$ cat config.mk
export PLATFORM = sky130hd
export DESIGN_NAME = sram_seq
export DESIGN_NICKNAME = d
export VERILOG_FILES = /design/src/rtl/sram_seq.sv
export SDC_FILE = /design/constraint.sdc
export NUM_CORES = 1
export LEC_CHECK = 0
export ABC_AREA = 1
export BUFFER_PORTS_ARGS = -buffer_cell sky130_fd_sc_hd__buf_4
export CORE_MARGIN = 3
export CORE_UTILIZATION = 35
export CTS_CLUSTER_SIZE = 28
export DETAILED_ROUTE_END_ITERATION = 7
export PLACE_DENSITY_LB_ADDON = 0.25
export SYNTH_ARGS = -nofsm -noshare
export SYNTH_HDL_FRONTEND = slang
export SYNTH_SLANG_ARGS = --single-unit
$ cat constraint.sdc
create_clock -name clk -period 1.73 [get_ports clk]
set_clock_uncertainty 0.1 [all_clocks]
set_input_delay 0.173 -clock clk [delete_from_list [all_inputs] [get_ports clk]]
set_output_delay 0.173 -clock clk [all_outputs]
set_load 0.03 [all_outputs]
$ cat src/rtl/sram_seq.sv
module sram_seq #(
  parameter int ADDR_W = 12,
  parameter int DATA_W = 4,
  parameter int T_ADDR = 1,
  parameter int T_WP   = 2,
  parameter int T_ACC  = 2,
  parameter int T_TURN = 1
) (
  input  logic              clk,
  input  logic              rst_n,
  input  logic              req_valid,
  output logic              req_ready,
  input  logic              req_write,
  input  logic [ADDR_W-1:0] req_addr,
  input  logic [DATA_W-1:0] req_wdata,
  output logic              rsp_valid,
  output logic [DATA_W-1:0] rsp_rdata,
  output logic [ADDR_W-1:0] mem_addr,
  output logic              mem_ce_n,
  output logic              mem_we_n,
  output logic              mem_oe_n,
  output logic [DATA_W-1:0] mem_dq_out,
  output logic              mem_dq_oe,
  input  logic [DATA_W-1:0] mem_dq_in
);

  localparam int TMAX_AW = (T_ADDR > T_WP) ? T_ADDR : T_WP;
  localparam int TMAX_RT = (T_ACC > T_TURN) ? T_ACC : T_TURN;
  localparam int TMAX    = (TMAX_AW > TMAX_RT) ? TMAX_AW : TMAX_RT;
  localparam int CW      = (TMAX > 1) ? $clog2(TMAX) : 1;

  typedef enum logic [2:0] {
    S_IDLE, S_SETUP, S_WRITE, S_READ, S_HOLD, S_TURN
  } state_t;

  state_t            st;
  logic [CW-1:0]     cnt;
  logic              is_wr;
  logic [ADDR_W-1:0] addr_q;
  logic [DATA_W-1:0] wdata_q;
  logic              last;

  assign last = (cnt == '0);

  always_ff @(posedge clk or negedge rst_n) begin
    if (!rst_n) begin
      st        <= S_IDLE;
      cnt       <= '0;
      is_wr     <= 1'b0;
      addr_q    <= '0;
      wdata_q   <= '0;
      rsp_valid <= 1'b0;
      rsp_rdata <= '0;
    end else begin
      rsp_valid <= 1'b0;
      case (st)
        S_IDLE: if (req_valid) begin
          is_wr   <= req_write;
          addr_q  <= req_addr;
          wdata_q <= req_wdata;
          cnt     <= CW'(T_ADDR - 1);
          st      <= S_SETUP;
        end
        S_SETUP: if (last) begin
          st  <= is_wr ? S_WRITE : S_READ;
          cnt <= is_wr ? CW'(T_WP - 1) : CW'(T_ACC - 1);
        end else cnt <= cnt - 1'b1;
        S_WRITE: if (last) st <= S_HOLD;
                 else cnt <= cnt - 1'b1;
        S_READ: if (last) begin
          rsp_rdata <= mem_dq_in;
          rsp_valid <= 1'b1;
          st        <= S_HOLD;
        end else cnt <= cnt - 1'b1;
        S_HOLD: begin
          cnt <= CW'(T_TURN - 1);
          st  <= S_TURN;
        end
        S_TURN: if (last) st <= S_IDLE;
                else cnt <= cnt - 1'b1;
        default: st <= S_IDLE;
      endcase
    end
  end

  assign req_ready  = (st == S_IDLE);
  assign mem_ce_n   = (st == S_IDLE) || (st == S_TURN);
  assign mem_we_n   = (st != S_WRITE);
  assign mem_oe_n   = (st != S_READ);
  assign mem_dq_oe  = is_wr && ((st == S_SETUP) || (st == S_WRITE) || (st == S_HOLD));
  assign mem_dq_out = wdata_q;
  assign mem_addr   = addr_q;

  assert_idle_quiet_R1: assert property (@(posedge clk) disable iff (!rst_n)
    req_ready |-> (mem_ce_n && mem_we_n && mem_oe_n && !mem_dq_oe));

  assert_addr_stable_R3: assert property (@(posedge clk) disable iff (!rst_n)
    (!mem_ce_n && !$past(mem_ce_n)) |-> $stable(mem_addr));

  assert_we_inside_ce_R4: assert property (@(posedge clk) disable iff (!rst_n)
    !mem_we_n |-> (!mem_ce_n && mem_oe_n));

  assert_data_hold_R5: assert property (@(posedge clk) disable iff (!rst_n)
    $rose(mem_we_n) |-> mem_dq_oe);

  assert_rsp_after_access_R6: assert property (@(posedge clk) disable iff (!rst_n)
    rsp_valid |-> $past(!mem_oe_n));

  assert_rsp_single_R6: assert property (@(posedge clk) disable iff (!rst_n)
    rsp_valid |=> !rsp_valid);

  assert_no_contention_R7: assert property (@(posedge clk) disable iff (!rst_n)
    !(mem_dq_oe && !mem_oe_n));

  assert_turn_gap_R7: assert property (@(posedge clk) disable iff (!rst_n)
    $fell(mem_oe_n) |-> !$past(mem_dq_oe));

  assert_ce_after_we_R8: assert property (@(posedge clk) disable iff (!rst_n)
    $rose(mem_ce_n) |-> $past(mem_we_n));

endmodule

# Word-level counts from Yosys, hierarchy flattened
# Cells that the tools add are included.
[word_totals] wordCells=44 ff_bits=26
[op_classes] bitwise=1 mux=12 eq_ne=11 addsub=1 n_reduce_logical=12
[op_table] operator="one-hot mux 3 bit (5 select lines)" n=1
[op_table] operator="2-to-1 mux 3 bit" n=4
[op_table] operator="!= test 2 bit, second input constant" n=4
[op_table] operator="equality test 3 x 2 -> 1 bit, second input constant" n=2
[op_table] operator="equality test 3 bit, second input constant" n=2
[op_table] operator="2-to-1 mux 1 bit" n=6
[op_table] operator="!= test 3 x 2 -> 1 bit, second input constant" n=2
[op_table] operator="AND reduction 2 bit" n=3
[op_table] operator="one-hot mux 1 bit (4 select lines)" n=1
[op_table] operator="AND reduction 4 bit" n=1
[op_table] operator="nonzero test 4 bit" n=1
[op_table] operator="equality test 3 x 1 -> 1 bit, second input constant" n=1
[op_table] operator="logical NOT 3 bit" n=1
[op_table] operator="logical OR 1 bit" n=3
[op_table] operator="OR reduction 3 bit" n=1
[op_table] operator="OR reduction 2 bit" n=1
[op_table] operator="logical AND 1 bit" n=1
[op_table] operator="inverter 1 bit" n=1
[op_table] operator="subtractor 1 bit, second input constant" n=1

# Depth between registers and ports, before layout
# Gate-level depths: netlist of the first run.
[depth] depth_word=4 mapped_depth=8 mapped_depth_nobuf=7

# Worst setup path after synthesis of the first run
# No wires, ideal clock.
[synth_path] kind="register -> output" start="reg st[0]" end="out mem_ce_n" path_slack_ns=0.180 stages_incl_launch_ff=4 arrival_ns=1.277 cell_sequence="dfrtp_1 -> inv_2 -> nand2_4 -> o21ai_0"
[synth_via] elab_chain_len=2 word_cells_on_any_way=3
[synth_rtl] item="start: declaration" line_no="36" text="state_t st;"
[synth_rtl] item="start signal: assignment" line_no="65" text="st <= is_wr ? S_WRITE : S_READ;"
[synth_rtl] item="equality test 3 bit or logical NOT 3 bit (tied branches)" line_no="87" text="assign mem_ce_n = (st == S_IDLE) || (st == S_TURN);"
[synth_rtl] item="logical OR 1 bit *" line_no="87"
[synth_rtl] item="end: declaration" line_no="19" text="output logic mem_ce_n,"
# Every way passes the cells marked *; elsewhere a longest branch is shown, timed or not.

# Final worst setup path of the first run
[layout_path] start="reg st[2]" end="out req_ready"
[layout_via] elab_chain_len=1
[layout_rtl] item="logical NOT 3 bit" line_no="86" text="assign req_ready = (st == S_IDLE);"
[layout_rtl] item="end: declaration" line_no="12" text="output logic req_ready,"
# Every way passes these cells.

==> run_results.csv, run 1 <==
group,metric,value,unit
setup_path,crit_start,"st[2]$_DFFE_PN0P_",
setup_path,startpoint_type,"register",
status,status,"finished clean",
sta,period_needed,1.634,ns
sta,slew-limit-headroom,0.7819,
setup_path,critPathMaxStageDelay,0.49,ns
route,drc_errors,0,
setup_path,cp_num_buf_inv,2,
sta,rsz0062_at_grt,"false",
global_route,first_global_vias,1169,
setup_path,crit_arrival,1.36,ns
setup_path,cp_slowest_cell,"dfrtp_2",
setup_path,r2r_end,"mem_addr[2]$_DFFE_PN0P_",
clock_network,root_buffer,"clkbuf_4",
clock_network,clkLatencyLatePin,0.31,ns
pwr,leakagePower,0.0009837,µW
global_route,grt_overflow_total,0,
floorplanning,die_height,63.44,µm
global_route,grt_max_degree,27,
place,pre_cts_ws,0.2645,ns
setup_path,worstSetupEndpoint,"req_ready",
floorplanning,start_util,0.3722,
setup_path,critical_path_class,"reg -> out",
sta,hold_viol,0,
synth,yosys.cell_types.count,16,
setup_path,path_common_cell,"buf_4",
hold_path,min_path_type,"in -> reg",
floorplanning,rows,20,
route,first_iter_violations,49,
sta,worst_slack,0.09608,ns
global_route,grt_pass1_wl,5057,µm
setup_path,rr_worst_depth,5,
setup_path,crit_fanout,10,
setup_path,worst-path-stages,3,
synth,syn-instance-count,136,
sta,fin_crit_sh,0.9445,
synth,synth_seq_cells,26,
place,place_congestion,0.8724,
job,maxCapViolCount,0,
sta,timing.final.max_slew_violations,0,
route,postRouteAntennaNets,0,
route,viasPerCell,4.546,
floorplanning,dieArea,4025,µm²
cells_and_area,post-route-util,0.5738,
synth,syn-num-nets,160,
pwr,ir_worst_vdd,0.8186,mV
synth,async_flop_share,1.000,
cells_and_area,nNetsFinal,231,
global_route,antenna_found_initial,0,
sta,setup_viol,0,
cells_and_area,drive_above_1_share,0.3220,
cells_and_area,synthToLayoutAreaGrowth,54.17,%
synth,synth_ff_type,"dfrtp_1",
clock_network,cts.sinks,26,
clock_network,cts_made_buffers,3,
setup_path,reg2reg_slack,0.36,ns
synth,synth_top_area_frac,0.5634,
floorplanning,ios,50,
synth,synth_area_per_cell,8.492,µm²
pwr,power.density,1810,nW/µm²
clock_network,cts.htree.levels,1,
floorplanning,die_w,63.44,µm
sta,fmax,612.0,MHz
cells_and_area,antennaDiodeCount,0,
clock_network,cts_buffer_depth,2,
synth,yosysWarnings,0,
route,wire_per_inst,11.80,µm
synth,synth-edff-count,0,
global_route,grtUsageTotal,0.1556,
setup_path,cp_cell_sequence,"buf_4, nor2_8, buf_4",
synth,yosysMostFrequentCell,"nand2_1",
synth,synth_top_cell_by_area,"dfrtp_1",
floorplanning,core-area,3103,µm²
route,drt_pass1_iterations,4,
synth,yosysSeqAreaShare,0.5634,
sta,setup_tns,0,ns
setup_path,end_kind,"output port",
setup_path,rr_startpoint,"st[2]$_DFFE_PN0P_",
clock_network,cts_tree,"built",
route,via_count,1132,
setup_path,crit_family,"flip-flops",
place,hpwl,1988,µm
clock_network,cts.clk_slew.worst_paths,0.13,ns
synth,synth_area_leaders,"dfrtp_1 (56%), nand2_1 (20%), nand3_1 (9.1%)",
route,routed_wl,2939,µm
place,portBuffers,49,
sta,worst_pin_slew,0.3272,ns
synth,synth_common_cells,"nand2_1 (63), dfrtp_1 (26), nand3_1 (21), inv_1 (6), inv_2 (4)",
synth,syn_area,1155,µm²
setup_path,cp.required,1.46,ns
## kinds of logic after synthesis
logic type,Yosys count,share of synthesized area
AO/OA/AOI/OAI,3,0.01300
flip-flops,26,0.5634
buffers and inverters,15,0.06717
AND/OR/NAND/NOR,92,0.3565
## placed cells by master, fill, tap and decap left out, drive strengths merged
cell type	Yosys	routed
buf	5	51
clkbuf	0	3
dfrtp	26	26
dlygate4sd3	0	20
inv	10	10
nand2	66	66
nand3	21	21
nand4	1	1
nor2	3	3
nor3	1	1
o21ai	3	3
## layer usage
layer,part of all wire,vias to the layer above,GRT usage
li1,-,563,-
met1,0.41,534,0.1816
met2,0.54,33,0.2881
met3,0.044,2,0.02496
met4,0.0058,0,0.04852
met5,0,-,0
## what timing repair did
| action | 4_1_cts | 5_1_grt |
|---|---|---|
| resized for setup | 1 | 2 |
| buffers inserted | 0 | 1 |
| endpoints found under the setup margin | 1 | 2 |
| hold buffers | 20 | 0 |
| endpoints found under the hold margin | 45 | 0 |
## per-stage QoR
stage / instance area (µm²) / power [µW] / hold slack [ns] / std cells
floorplan: 1155 / 2300 / -0.2226 / 136
global placement: 1545 / 2898 / -0.004905 / 225
detailed placement: 1545 / 2939 / 0.0003877 / 225
CTS: 1769 / 3227 / 0.0004086 / 248
global route: 1780 / 3450 / 0.008930 / 249
finish: 1780 / 3223 / 0.01356 / 249
## report_power, final
part	internal, µW	switching, µW	leakage (µW)	total, µW
Clock	81.4	166	0.0000138	247
Sequential	891	195	0.000323	1090
Combinational	681	1210	0.000647	1890
## sequential cells by signal, summed over array words and instances (netlist names)
signal,cells
is_wr,1
rsp_valid,1
mem_addr,12
st,3
mem_dq_out,4
rsp_rdata,4
cnt,1
## layout make-up
| cell class | instances | area [µm²] |
|---|---|---|
| clock buffers | 3 | 22.52 |
| flip-flops and latches | 26 | 653.1 |
| fillers | 306 | 1323 |
| repair buffers | 71 | 583.1 |
| multi-input cells | 95 | 429.2 |
| inverters | 10 | 37.54 |
| well taps | 44 | 55.05 |
## how the worst min path moves through the flow
stage,from,endpoint,slack (ns),cells after the start
floorplan,rst_n,cnt$_DFFE_PN0P_,-0.22,0
finish,req_addr[2],mem_addr[2]$_DFFE_PN0P_,0.01,3
detailed placement,rst_n,mem_dq_out[2]$_DFFE_PN0P_,0.0004,1
global placement,rst_n,mem_addr[2]$_DFFE_PN0P_,-0.005,1
global route,req_addr[6],mem_addr[6]$_DFFE_PN0P_,0.009,3
CTS,req_addr[2],mem_addr[2]$_DFFE_PN0P_,0.0004,3
## worst register-to-register path, delay by kind of cell (launching register included)
kind / cells / cell delay (ns)
DFF: 1 / 0.49
buffers and inverters: 2 / 0.38
and+or+nand+nor: 3 / 0.36
Power figures use the tool's default switching activity.
==> run 2, diff against run 1 <==
--- a/config.mk
+++ b/config.mk
@@ -7,10 +7,11 @@
 export LEC_CHECK = 0
 export ABC_AREA = 1
 export BUFFER_PORTS_ARGS = -buffer_cell sky130_fd_sc_hd__buf_4
-export CORE_MARGIN = 3
+export CORE_MARGIN = 2
 export CORE_UTILIZATION = 35
 export CTS_CLUSTER_SIZE = 28
 export DETAILED_ROUTE_END_ITERATION = 7
+export GPL_ROUTABILITY_DRIVEN = 0
 export PLACE_DENSITY_LB_ADDON = 0.25
 export SYNTH_ARGS = -nofsm -noshare
 export SYNTH_HDL_FRONTEND = slang
==> constraint.sdc (replaced) <==
create_clock -name clk -period 1.73 [get_ports clk]
set_clock_uncertainty 0.1 [all_clocks]
set_input_delay 0.0865 -clock clk [delete_from_list [all_inputs] [get_ports clk]]
set_output_delay 0.0865 -clock clk [all_outputs]
set_load 0.03 [all_outputs]
==> run 2 against run 1 <==
  * Sequential power barely moved
  * Non-clock buffer count rose by 1
  * Final area up 2.2%
  * Via count is 0.44% lower
  * Critical path depth increased by 1
  * Highest routed layer unchanged
  * Hold slack improved by 0.0091 ns
  * Count of clock-buffer cells in the layout increased by 1
  * Setup slack got worse by 0.0096 ns
  * Total power is 1.4% higher
  * Fmax decreased by 0.58%
  * Routed wire length shrank 2.8%
  * Final cell count up 0.80%
==> run_results.csv, run 2 (synthesis gave the netlist of run 1 again) <==
group,metric,value,unit
status,status,"finished clean",
clock_network,cts.clk_slew.worst_paths,0.13,ns
route,viasPerCell,4.490,
cells_and_area,antennaDiodeCount,0,
job,maxCapViolCount,0,
clock_network,cts_buffer_depth,2,
cells_and_area,synthToLayoutAreaGrowth,57.64,%
route,wire_per_inst,11.39,µm
cells_and_area,largest_reg_flops,12,
route,routed_wl,2858,µm
global_route,grt_overflow_total,0,
setup_path,rr_worst_depth,6,
cells_and_area,final_area,1821,µm²
floorplanning,rows,20,
pwr,p_comb_frac,0.577,
place,portBuffers,49,
setup_path,cp.required,1.54,ns
sta,rsz0062_at_grt,"true",
cells_and_area,fillers,296,
cells_and_area,nNetsFinal,232,
sta,timing.final.max_slew_violations,0,
place,dpl-instance-area,1538,µm²
pwr,pwr-share-clk,0.090,
clock_network,cts_made_buffers,3,
hold_path,whs_endpoint,"mem_addr[5]$_DFFE_PN0P_",
floorplanning,die_w,61.44,µm
sta,slew-limit-headroom,0.7849,
route,drc_errors,0,
cells_and_area,mostFrequentLayoutCells,"nand2_1 (63), buf_4 (49), dfrtp_1 (25)",
route,via_count,1127,
setup_path,r2r_end,"mem_addr[7]$_DFFE_PN0P_",
floorplanning,start_util,0.3722,
route,postRouteAntennaNets,0,
sta,worst_pin_slew,0.3227,ns
setup_path,end_kind,"output port",
clock_network,clkLatencyLatePin,0.31,ns
route,first_iter_violations,45,
setup_path,crit_arrival,1.46,ns
pwr,p_total,3268,µW
sta,fmax,608.5,MHz
sta,setup_tns,0,ns
global_route,grt_pass1_wl,4657,µm
setup_path,critical_path_class,"reg -> out",
global_route,grt_max_degree,27,
hold_path,min_from,"req_valid",
global_route,grtUsageTotal,0.1667,
setup_path,rr_startpoint,"st[0]$_DFFE_PN0P_",
cells_and_area,drive_above_1_share,0.3140,
pwr,switchingPower,1563,µW
setup_path,startpoint_type,"register",
sta,period_needed,1.644,ns
pwr,seqPwrFrac,0.333,
clock_network,cts_tree,"built",
pwr,power.density,1795,nW/µm²
place,hpwl,2015,µm
floorplanning,dieArea,3775,µm²
floorplanning,core-area,3103,µm²
sta,hold_viol,0,
global_route,first_global_vias,1111,
pwr,power.internal,1704,µW
global_route,antenna_found_initial,0,
cells_and_area,final_common_cell,"nand2_1",
sta,setup_viol,0,
route,drt_pass1_iterations,4,
pwr,leakagePower,0.001001,µW
pwr,p_sw_frac,0.4784,
setup_path,reg2reg_slack,0.26,ns
hold_path,min_path_type,"in -> reg",
floorplanning,die_height,61.44,µm
pwr,ir_worst_vdd,0.7706,mV
setup_path,crit_fanout,19,
floorplanning,ios,50,
clock_network,cts.htree.levels,1,
sta,fin_crit_sh,0.9500,
hold_path,min_path_cells,3,
clock_network,root_buffer,"clkbuf_4",
clock_network,cts.sinks,26,
## run 2: changes by cell type in the layout (fill, tap and decap cells not counted)
cell           delta
dfrtp_2           -1
nor3_2            +1
nor2_2            -1
nor2_1            +1
dfrtp_1           +1
buf_4             -2
nor3_1            -1
dlygate4sd3_1     +2
buf_12            +1
clkbuf_8          +1
## run 2: per-stage QoR
stage	worst slack, ns	cells	util	hold slack, ns
2_1_floorplan	0.2663	136	-	-0.3091
3_3_place_gp	0.3299	224	0.4956	-0.08983
3_5_place_dp	0.2819	224	0.4956	-0.08683
4_1_cts	0.08575	250	0.5786	0.01831
5_1_grt	-0.004190	251	0.5867	0.02580
6_report	0.08650	251	0.5867	0.02269
## run 2: worst max-delay path, cell delays in order (launching register included)
cell and delay (ns):
dfrtp_1 0.46, inv_2 0.13, nand2_4 0.09, nor2_8 0.24, buf_4 0.22
## run 2: power groups by stage
stage	registers, µW	clock network (µW)	logic, µW
2_1_floorplan	1500	0	798
3_3_place_gp	1100	0	1770
3_5_place_dp	1100	0	1820
4_1_cts	1090	308	1860
5_1_grt	1130	328	2040
6_report	1090	296	1880
## run 2: cell type report
class,instances,area [µm²],share of cell area
Clock buffer,4,36.28,0.01993
Tap cell,44,55.05,0.03024
Inverter,10,37.54,0.02062
Multi-Input combinational cell,95,431.7,0.2371
Sequential cell,26,651.9,0.3581
Timing Repair Buffer,72,608.1,0.3340
## run 2: timing repair
item,in CTS,in global routing
gates resized for setup,1,1
gates cloned,0,0
setup buffers,0,1
setup endpoints to repair,1,1
hold buffers,22,0
hold endpoints to repair,47,0
## run 2: worst max path at each step
stage | depth (start not counted) | end | start
after floorplan | 3 | mem_ce_n | st[0]$_DFFE_PN0P_
after global placement | 6 | mem_addr[6]$_DFFE_PN0P_ | st[0]$_DFFE_PN0P_
after detailed placement | 6 | mem_dq_out[0]$_DFFE_PN0P_ | st[1]$_DFFE_PN0P_
after CTS | 4 | req_ready | st[1]$_DFFE_PN0P_
after global routing | 4 | req_ready | st[0]$_DFFE_PN0P_
final | 4 | req_ready | st[0]$_DFFE_PN0P_
## run 2: metal layers
| layer | GRT usage | routed length [µm] |
|---|---|---|
| met1 | 0.1952 | 1147 |
| met2 | 0.3100 | 1567 |
| met3 | 0.02521 | 125 |
| met4 | 0.05471 | 17 |
| met5 | 0 | 0 |
